--- src/rtl/irqc_pkg.sv ---
package irqc_pkg;
  localparam int unsigned DW = 32;

  typedef enum logic [2:0] {
    OFS_STATUS = 3'd0,
    OFS_PEND   = 3'd1,
    OFS_EN     = 3'd2,
    OFS_ACK    = 3'd3,
    OFS_SETEN  = 3'd4,
    OFS_CLREN  = 3'd5,
    OFS_VEC    = 3'd6,
    OFS_MASTER = 3'd7
  } reg_ofs_e;

  // lowest set bit index, all ones when the word is zero
  function automatic logic [DW-1:0] first_index(input logic [DW-1:0] v);
    logic [DW-1:0] r;
    r = '1;
    for (int i = DW - 1; i >= 0; i--) begin
      if (v[i]) r = DW'(i);
    end
    return r;
  endfunction

  // status bit next value from its sources, set has the last word
  function automatic logic capture_bit(input logic cur, input logic wr_val,
                                       input logic do_wr, input logic do_ack,
                                       input logic sample, input logic is_edge,
                                       input logic lvl, input logic rise);
    logic b;
    b = do_wr ? wr_val : cur;
    if (do_ack) b = 1'b0;
    if (sample) begin
      if (is_edge) b = b | rise;
      else         b = lvl;
    end
    return b;
  endfunction
endpackage

--- src/rtl/irqc_decode.sv ---
module irqc_decode
  import irqc_pkg::*;
#(
  parameter int unsigned ADDR_W = 4
) (
  input  logic [ADDR_W-1:0] addr,
  input  logic              wr,
  output logic              hit,
  output reg_ofs_e          ofs,
  output logic              wr_status,
  output logic              wr_ack,
  output logic              wr_en,
  output logic              wr_seten,
  output logic              wr_clren,
  output logic              wr_master
);
  localparam int unsigned OW = 3;

  generate
    if (ADDR_W > OW) begin : g_wide
      assign hit = (addr[ADDR_W-1:OW] == '0);
    end else begin : g_narrow
      assign hit = 1'b1;
    end
  endgenerate

  assign ofs = reg_ofs_e'(addr[OW-1:0]);

  always_comb begin
    wr_status = 1'b0;
    wr_ack    = 1'b0;
    wr_en     = 1'b0;
    wr_seten  = 1'b0;
    wr_clren  = 1'b0;
    wr_master = 1'b0;
    if (wr && hit) begin
      unique case (ofs)
        OFS_STATUS: wr_status = 1'b1;
        OFS_ACK:    wr_ack    = 1'b1;
        OFS_EN:     wr_en     = 1'b1;
        OFS_SETEN:  wr_seten  = 1'b1;
        OFS_CLREN:  wr_clren  = 1'b1;
        OFS_MASTER: wr_master = 1'b1;
        default: ;
      endcase
    end
  end
endmodule

--- src/rtl/irqc_ctrl_regs.sv ---
module irqc_ctrl_regs
  import irqc_pkg::*;
#(
  parameter int unsigned NSRC = 32
) (
  input  logic            clk,
  input  logic            rst_n,
  input  logic [DW-1:0]   wdata,
  input  logic            wr_en,
  input  logic            wr_seten,
  input  logic            wr_clren,
  input  logic            wr_master,
  output logic [NSRC-1:0] en_q,
  output logic [NSRC-1:0] en_d,
  output logic [1:0]      master_q,
  output logic [1:0]      master_d
);
  always_comb begin
    en_d = en_q;
    if (wr_en)    en_d = wdata[NSRC-1:0];
    if (wr_seten) en_d = en_q | wdata[NSRC-1:0];
    if (wr_clren) en_d = en_q & ~wdata[NSRC-1:0];
    master_d = wr_master ? wdata[1:0] : master_q;
  end

  always_ff @(posedge clk or negedge rst_n) begin
    if (!rst_n) begin
      en_q     <= '0;
      master_q <= '0;
    end else begin
      en_q     <= en_d;
      master_q <= master_d;
    end
  end
endmodule

--- src/rtl/irqc_capture.sv ---
module irqc_capture
  import irqc_pkg::*;
#(
  parameter int unsigned     NSRC     = 32,
  parameter logic [NSRC-1:0] EDGE_SEL = '0
) (
  input  logic            clk,
  input  logic            rst_n,
  input  logic [NSRC-1:0] src_in,
  input  logic            sample,
  input  logic [DW-1:0]   wdata,
  input  logic            wr_status,
  input  logic            wr_ack,
  output logic [NSRC-1:0] status_q,
  output logic [NSRC-1:0] status_d,
  output logic [NSRC-1:0] src_prev,
  output logic [NSRC-1:0] src_rise,
  output logic            src_moved
);
  assign src_moved = |(src_in ^ src_prev);

  generate
    for (genvar i = 0; i < NSRC; i++) begin : g_src
      if (EDGE_SEL[i]) begin : g_edge
        assign src_rise[i] = src_in[i] & ~src_prev[i];
      end else begin : g_level
        assign src_rise[i] = 1'b0;
      end

      assign status_d[i] = capture_bit(status_q[i], wdata[i], wr_status,
                                       wr_ack & wdata[i], sample, EDGE_SEL[i],
                                       src_in[i], src_rise[i]);

      always_ff @(posedge clk or negedge rst_n) begin
        if (!rst_n) begin
          status_q[i] <= 1'b0;
          src_prev[i] <= 1'b0;
        end else begin
          status_q[i] <= status_d[i];
          src_prev[i] <= src_in[i];
        end
      end
    end
  endgenerate
endmodule

--- src/rtl/irqc_output.sv ---
module irqc_output
  import irqc_pkg::*;
#(
  parameter int unsigned NSRC = 32
) (
  input  logic            clk,
  input  logic            rst_n,
  input  logic [NSRC-1:0] status_q,
  input  logic [NSRC-1:0] en_q,
  input  logic [NSRC-1:0] status_d,
  input  logic [NSRC-1:0] en_d,
  input  logic [1:0]      master_d,
  input  logic            blank,
  output logic [DW-1:0]   pend_w,
  output logic [DW-1:0]   vec_w,
  output logic            irq_q
);
  logic [DW-1:0] pend_next;

  assign pend_w    = DW'(status_q & en_q);
  assign vec_w     = first_index(pend_w);
  assign pend_next = DW'(status_d & en_d);

  always_ff @(posedge clk or negedge rst_n) begin
    if (!rst_n) irq_q <= 1'b0;
    else        irq_q <= !blank && master_d[0] && (pend_next != '0);
  end
endmodule

--- src/rtl/irq_aggregator.sv ---
module irq_aggregator
  import irqc_pkg::*;
#(
  parameter int unsigned     NSRC     = 32,
  parameter int unsigned     ADDR_W   = 4,
  parameter logic [NSRC-1:0] EDGE_SEL = '0
) (
  input  logic              clk,
  input  logic              rst_n,
  input  logic [ADDR_W-1:0] bus_addr,
  input  logic              bus_wr,
  input  logic [31:0]       bus_wdata,
  output logic [31:0]       bus_rdata,
  input  logic [NSRC-1:0]   src_in,
  output logic              irq_out
);
  logic            hit;
  reg_ofs_e        ofs;
  logic            wr_status, wr_ack, wr_en, wr_seten, wr_clren, wr_master;
  logic [NSRC-1:0] en_q, en_d, status_q, status_d, src_prev, src_rise;
  logic [1:0]      master_q, master_d;
  logic            src_moved, sample, blank;
  logic [DW-1:0]   pend_w, vec_w;

  irqc_decode #(.ADDR_W(ADDR_W)) u_dec (
    .addr(bus_addr), .wr(bus_wr), .hit(hit), .ofs(ofs),
    .wr_status(wr_status), .wr_ack(wr_ack), .wr_en(wr_en),
    .wr_seten(wr_seten), .wr_clren(wr_clren), .wr_master(wr_master)
  );

  irqc_ctrl_regs #(.NSRC(NSRC)) u_ctrl (
    .clk(clk), .rst_n(rst_n), .wdata(bus_wdata),
    .wr_en(wr_en), .wr_seten(wr_seten), .wr_clren(wr_clren),
    .wr_master(wr_master), .en_q(en_q), .en_d(en_d),
    .master_q(master_q), .master_d(master_d)
  );

  assign sample = master_q[1];
  assign blank  = !sample && src_moved;

  irqc_capture #(.NSRC(NSRC), .EDGE_SEL(EDGE_SEL)) u_cap (
    .clk(clk), .rst_n(rst_n), .src_in(src_in), .sample(sample),
    .wdata(bus_wdata), .wr_status(wr_status), .wr_ack(wr_ack),
    .status_q(status_q), .status_d(status_d), .src_prev(src_prev),
    .src_rise(src_rise), .src_moved(src_moved)
  );

  irqc_output #(.NSRC(NSRC)) u_out (
    .clk(clk), .rst_n(rst_n), .status_q(status_q), .en_q(en_q),
    .status_d(status_d), .en_d(en_d), .master_d(master_d), .blank(blank),
    .pend_w(pend_w), .vec_w(vec_w), .irq_q(irq_out)
  );

  always_comb begin
    bus_rdata = '0;
    if (hit) begin
      unique case (ofs)
        OFS_STATUS: bus_rdata = DW'(status_q);
        OFS_PEND:   bus_rdata = pend_w;
        OFS_EN:     bus_rdata = DW'(en_q);
        OFS_VEC:    bus_rdata = vec_w;
        OFS_MASTER: bus_rdata = DW'(master_q);
        default:    bus_rdata = '0;
      endcase
    end
  end
endmodule

--- config.mk ---
export PLATFORM = sky130hd
export DESIGN_NAME = irq_aggregator
export DESIGN_NICKNAME = d
export VERILOG_FILES = /design/src/rtl/irqc_pkg.sv /design/src/rtl/irqc_decode.sv /design/src/rtl/irqc_ctrl_regs.sv /design/src/rtl/irqc_capture.sv /design/src/rtl/irqc_output.sv /design/src/rtl/irq_aggregator.sv
export SDC_FILE = /design/constraint.sdc
export NUM_CORES = 1
export LEC_CHECK = 0
export BUFFER_PORTS_ARGS = -buffer_cell sky130_fd_sc_hd__buf_4
export CORE_MARGIN = 2
export CORE_UTILIZATION = 50
export DETAILED_ROUTE_END_ITERATION = 8
export GPL_TIMING_DRIVEN = 0
export PLACE_DENSITY = 0.8
export SLEW_MARGIN = 5
export SYNTH_ARGS = -nofsm -noshare
export SYNTH_HDL_FRONTEND = slang
export SYNTH_SLANG_ARGS = --single-unit
--- constraint.sdc ---
create_clock -name clk -period 3.35 [get_ports clk]
set_clock_uncertainty 0.05 [all_clocks]
set_input_delay 0.67 -clock clk [delete_from_list [all_inputs] [get_ports clk]]
set_output_delay 0.67 -clock clk [all_outputs]
set_load 0.005 [all_outputs]
==> results.toml <==
[run_status]
status = "finished, final reports clean"

[yosys]
ys_async_sr_fraction = 1.00
ys_warn_count = 0
netlist_instances = 684
netlist.area_leader.share = 0.396
synth_top_area_cell = "dfrtp_1"
dominantRegCellSynth = "dfrtp_1"
ys_seq_area_frac = 0.396
synth_nets = 755
syn_area_per_cell_um2 = 9.15
synth_cell_type_count = 51
synth_seq_cells = 99
synth_common_cells = "dfrtp_1, nand2_1, a21oi_1, nor2b_1, o21a_1"
yosysMostFrequentCell = "dfrtp_1"
synthesis.area_mm2 = 0.00626
synth_enable_flop_cells = 0
synthTopCellsByArea = "dfrtp_1, o21a_1, a32o_1"

[floorplan]
rows = 40
dieArea_mm2 = 0.0134
die_h_um = 116
design.core.area_mm2 = 0.0121
ios = 104
die_x_um = 116
start_util = 0.517

[worst_setup_path]
crit_chain = "buf_4 -> and2b_1 -> and3_1 -> nand3_1 -> nor2_1 -> nand2_1 -> nor4_4 -> buf_6 -> o21a_1 -> buf_4"
crit_buf_inv = 3
crit_path_max_fanout = 10
crit_end = "bus_rdata[26]"
worstPathRequired_ps = 2630
reg2reg_to = "u_out.irq_q"
critPathCaptureType = "primary output"
reg2reg_from = "u_ctrl.master_q[1]"
setup.worst_path.start_class = "input pin"
max_stage_delay_ps = 310
rrSetupSlack_ps = 510
critical_path_depth = 10
crit_start = "bus_addr[0]"
crit_family = "simple AND/OR/NAND/NOR gates"
critical_path_class = "in2out"
crit_arrival_ps = 2540
cp_common_cell = "buf_4"
r2r_cells = 7
slowest_stage = "and2b_1"

[clocking]
insertion_delay_ps = 350
cts_tree = "done"
cts_buffers = 9
cts.htree.levels = 3
clk_path_buf_depth = 2
cts_root_buf = "clkbuf_16"
clkSinkCount = 99
clk_pin_slew_ps = 70

[sta]
setup-violations-final = 0
fin_tns_setup_ps = 0
finalMaxSlewViolations = 0
fmax_mhz = 307
hold_viol = 0
maxSlewHeadroom = 0.527
timing.final.crit_period_ps = 3260
tightest_slew_ps = 705
post-route-period-util = 0.974

[placement]
dp_hpwl_um = 16600
portBuffers = 103
routabilityCongestion = 1.01

[power]
peakVddDrop_mv = 0.400
switching_power_mw = 1.68
power_leakage_nw = 3.11
p_per_area_mw_per_mm2 = 593
clock_power_share = 0.248
seqPwrFrac = 0.408
sw_frac_of_total = 0.373
power.share.combinational = 0.344
internal-power_mw = 2.83

[route]
wl_um = 21900
drc = 0
vias = 6241
drt_iter0_markers = 671
wl_per_cell_um = 22.6
via_per_inst = 6.44
first_pass_iters = 6
ant_nets = 0

[global_route]
grt_pass1_wl_um = 33900
grt_max_degree = 100
grt_antenna_before_repair = 0
grt_usage = 0.338
gr-total-overflow = 0
grt_pass1_vias = 5974

[cells_and_area]
fill_cells = 1094
nNetsFinal = 869
diodes = 0
final_core_util = 0.628
layout-drive-gt1-share = 0.206
area_growth_syn_to_layout_pct = 21.5

[job]
cap_violations = 0

[worst_hold_path]
hp-class = "in2async"
-- worst min-delay path by stage --
| stage | cells after the start | slack, ps | to |
|---|---|---|---|
| after global routing | 1 | 30 | u_cap.src_prev[12] |
| after floorplan | 0 | 320 | u_cap.src_prev[0] |
| after CTS | 1 | 390 | u_cap.src_prev[17] |
| after global placement | 1 | 500 | u_ctrl.master_q[0] |
| after detailed placement | 1 | 510 | u_ctrl.master_q[0] |
| final | 1 | 40 | u_cap.src_prev[4] |
-- per-layer routing --
metal / global-route usage / up-vias / part of all wire
met5: 0 / - / 0
met2: 0.531 / 327 / 0.46
li1: - / 2788 / -
met1: 0.473 / 3078 / 0.42
met3: 0.0560 / 48 / 0.087
met4: 0.125 / 0 / 0.035
-- power groups by stage --
stage	clock, mW	combinational (mW)	sequential [mW]
after CTS	1.12	1.53	1.81
after detailed placement	0	1.53	1.83
after global routing	1.17	1.69	1.85
after floorplan	0	1.08	1.65
after global placement	0	1.50	1.82
final	1.12	1.55	1.84
-- worst register-to-register path: stages, from the launching register on --
cell      delay, ps
dfrtp_1         540
nor4_4          500
buf_4           280
a21oi_1         110
o211ai_1        120
nand4_1         160
or4_1           630
o31a_1          340
-- area by class of cell --
type	instances	area (µm²)	share of cell area
multi-input combinational	521	3490	0.459
inverter	15	56.3	0.00741
tap	168	210	0.0277
timing repair buffer	105	812	0.107
clock inverter	5	86.3	0.0114
clock buffer	9	225	0.0296
buffer	47	241	0.0318
sequential	99	2480	0.326
-- what timing repair did --
item                                    4_1_cts  5_1_grt
endpoints found under the setup margin       29       13
setup buffers                                 1        0
gates resized for setup                       4        5
hold buffers                                  0        0
pin swaps                                     1        0
-- sequential cells by signal, summed over array words and instances (netlist names) --
register / cells
u_cap.src_prev: 32
u_cap.status_q: 32
u_ctrl.en_q: 32
u_ctrl.master_q: 2
u_out.irq_q: 1
-- logic make-up (layout without fill, tap and decap cells) --
kind of cell	after synthesis	count (layout)	share of synthesized area
AO/OA/AOI/OAI	255	255	0.295
XOR/XNOR	33	33	0.0462
buffers and inverters	64	181	0.0466
flip-flops	99	99	0.396
multiplexers	23	23	0.0410
AND/OR/NAND/NOR	210	210	0.176
-- metrics by stage --
step	instances	hold WS (ps)	total power [mW]	setup WS, ps	area [µm²]
4_1_cts	969	390	4.46	50.3	7560
2_1_floorplan	684	324	2.73	395	6260
5_1_grt	969	30.8	4.72	-0.493	7600
3_3_place_gp	955	504	3.32	-378	7240
6_report	969	37.1	4.50	88.6	7600
3_5_place_dp	955	507	3.35	-328	7240
-- cells in the final DEF (no fill, tap or decap), types with 19 or more instances in the layout --
cell        n
o211ai_1   19
nor2_1     20
nand2_1    77
o21ai_0    35
dfrtp_1    99
a32o_1     33
xor2_1     32
a21oi_1    55
nand3_1    29
buf_4     108
o21a_1     47
clkbuf_1   23
nor2b_1    48
(Power assumes the default switching activity.)
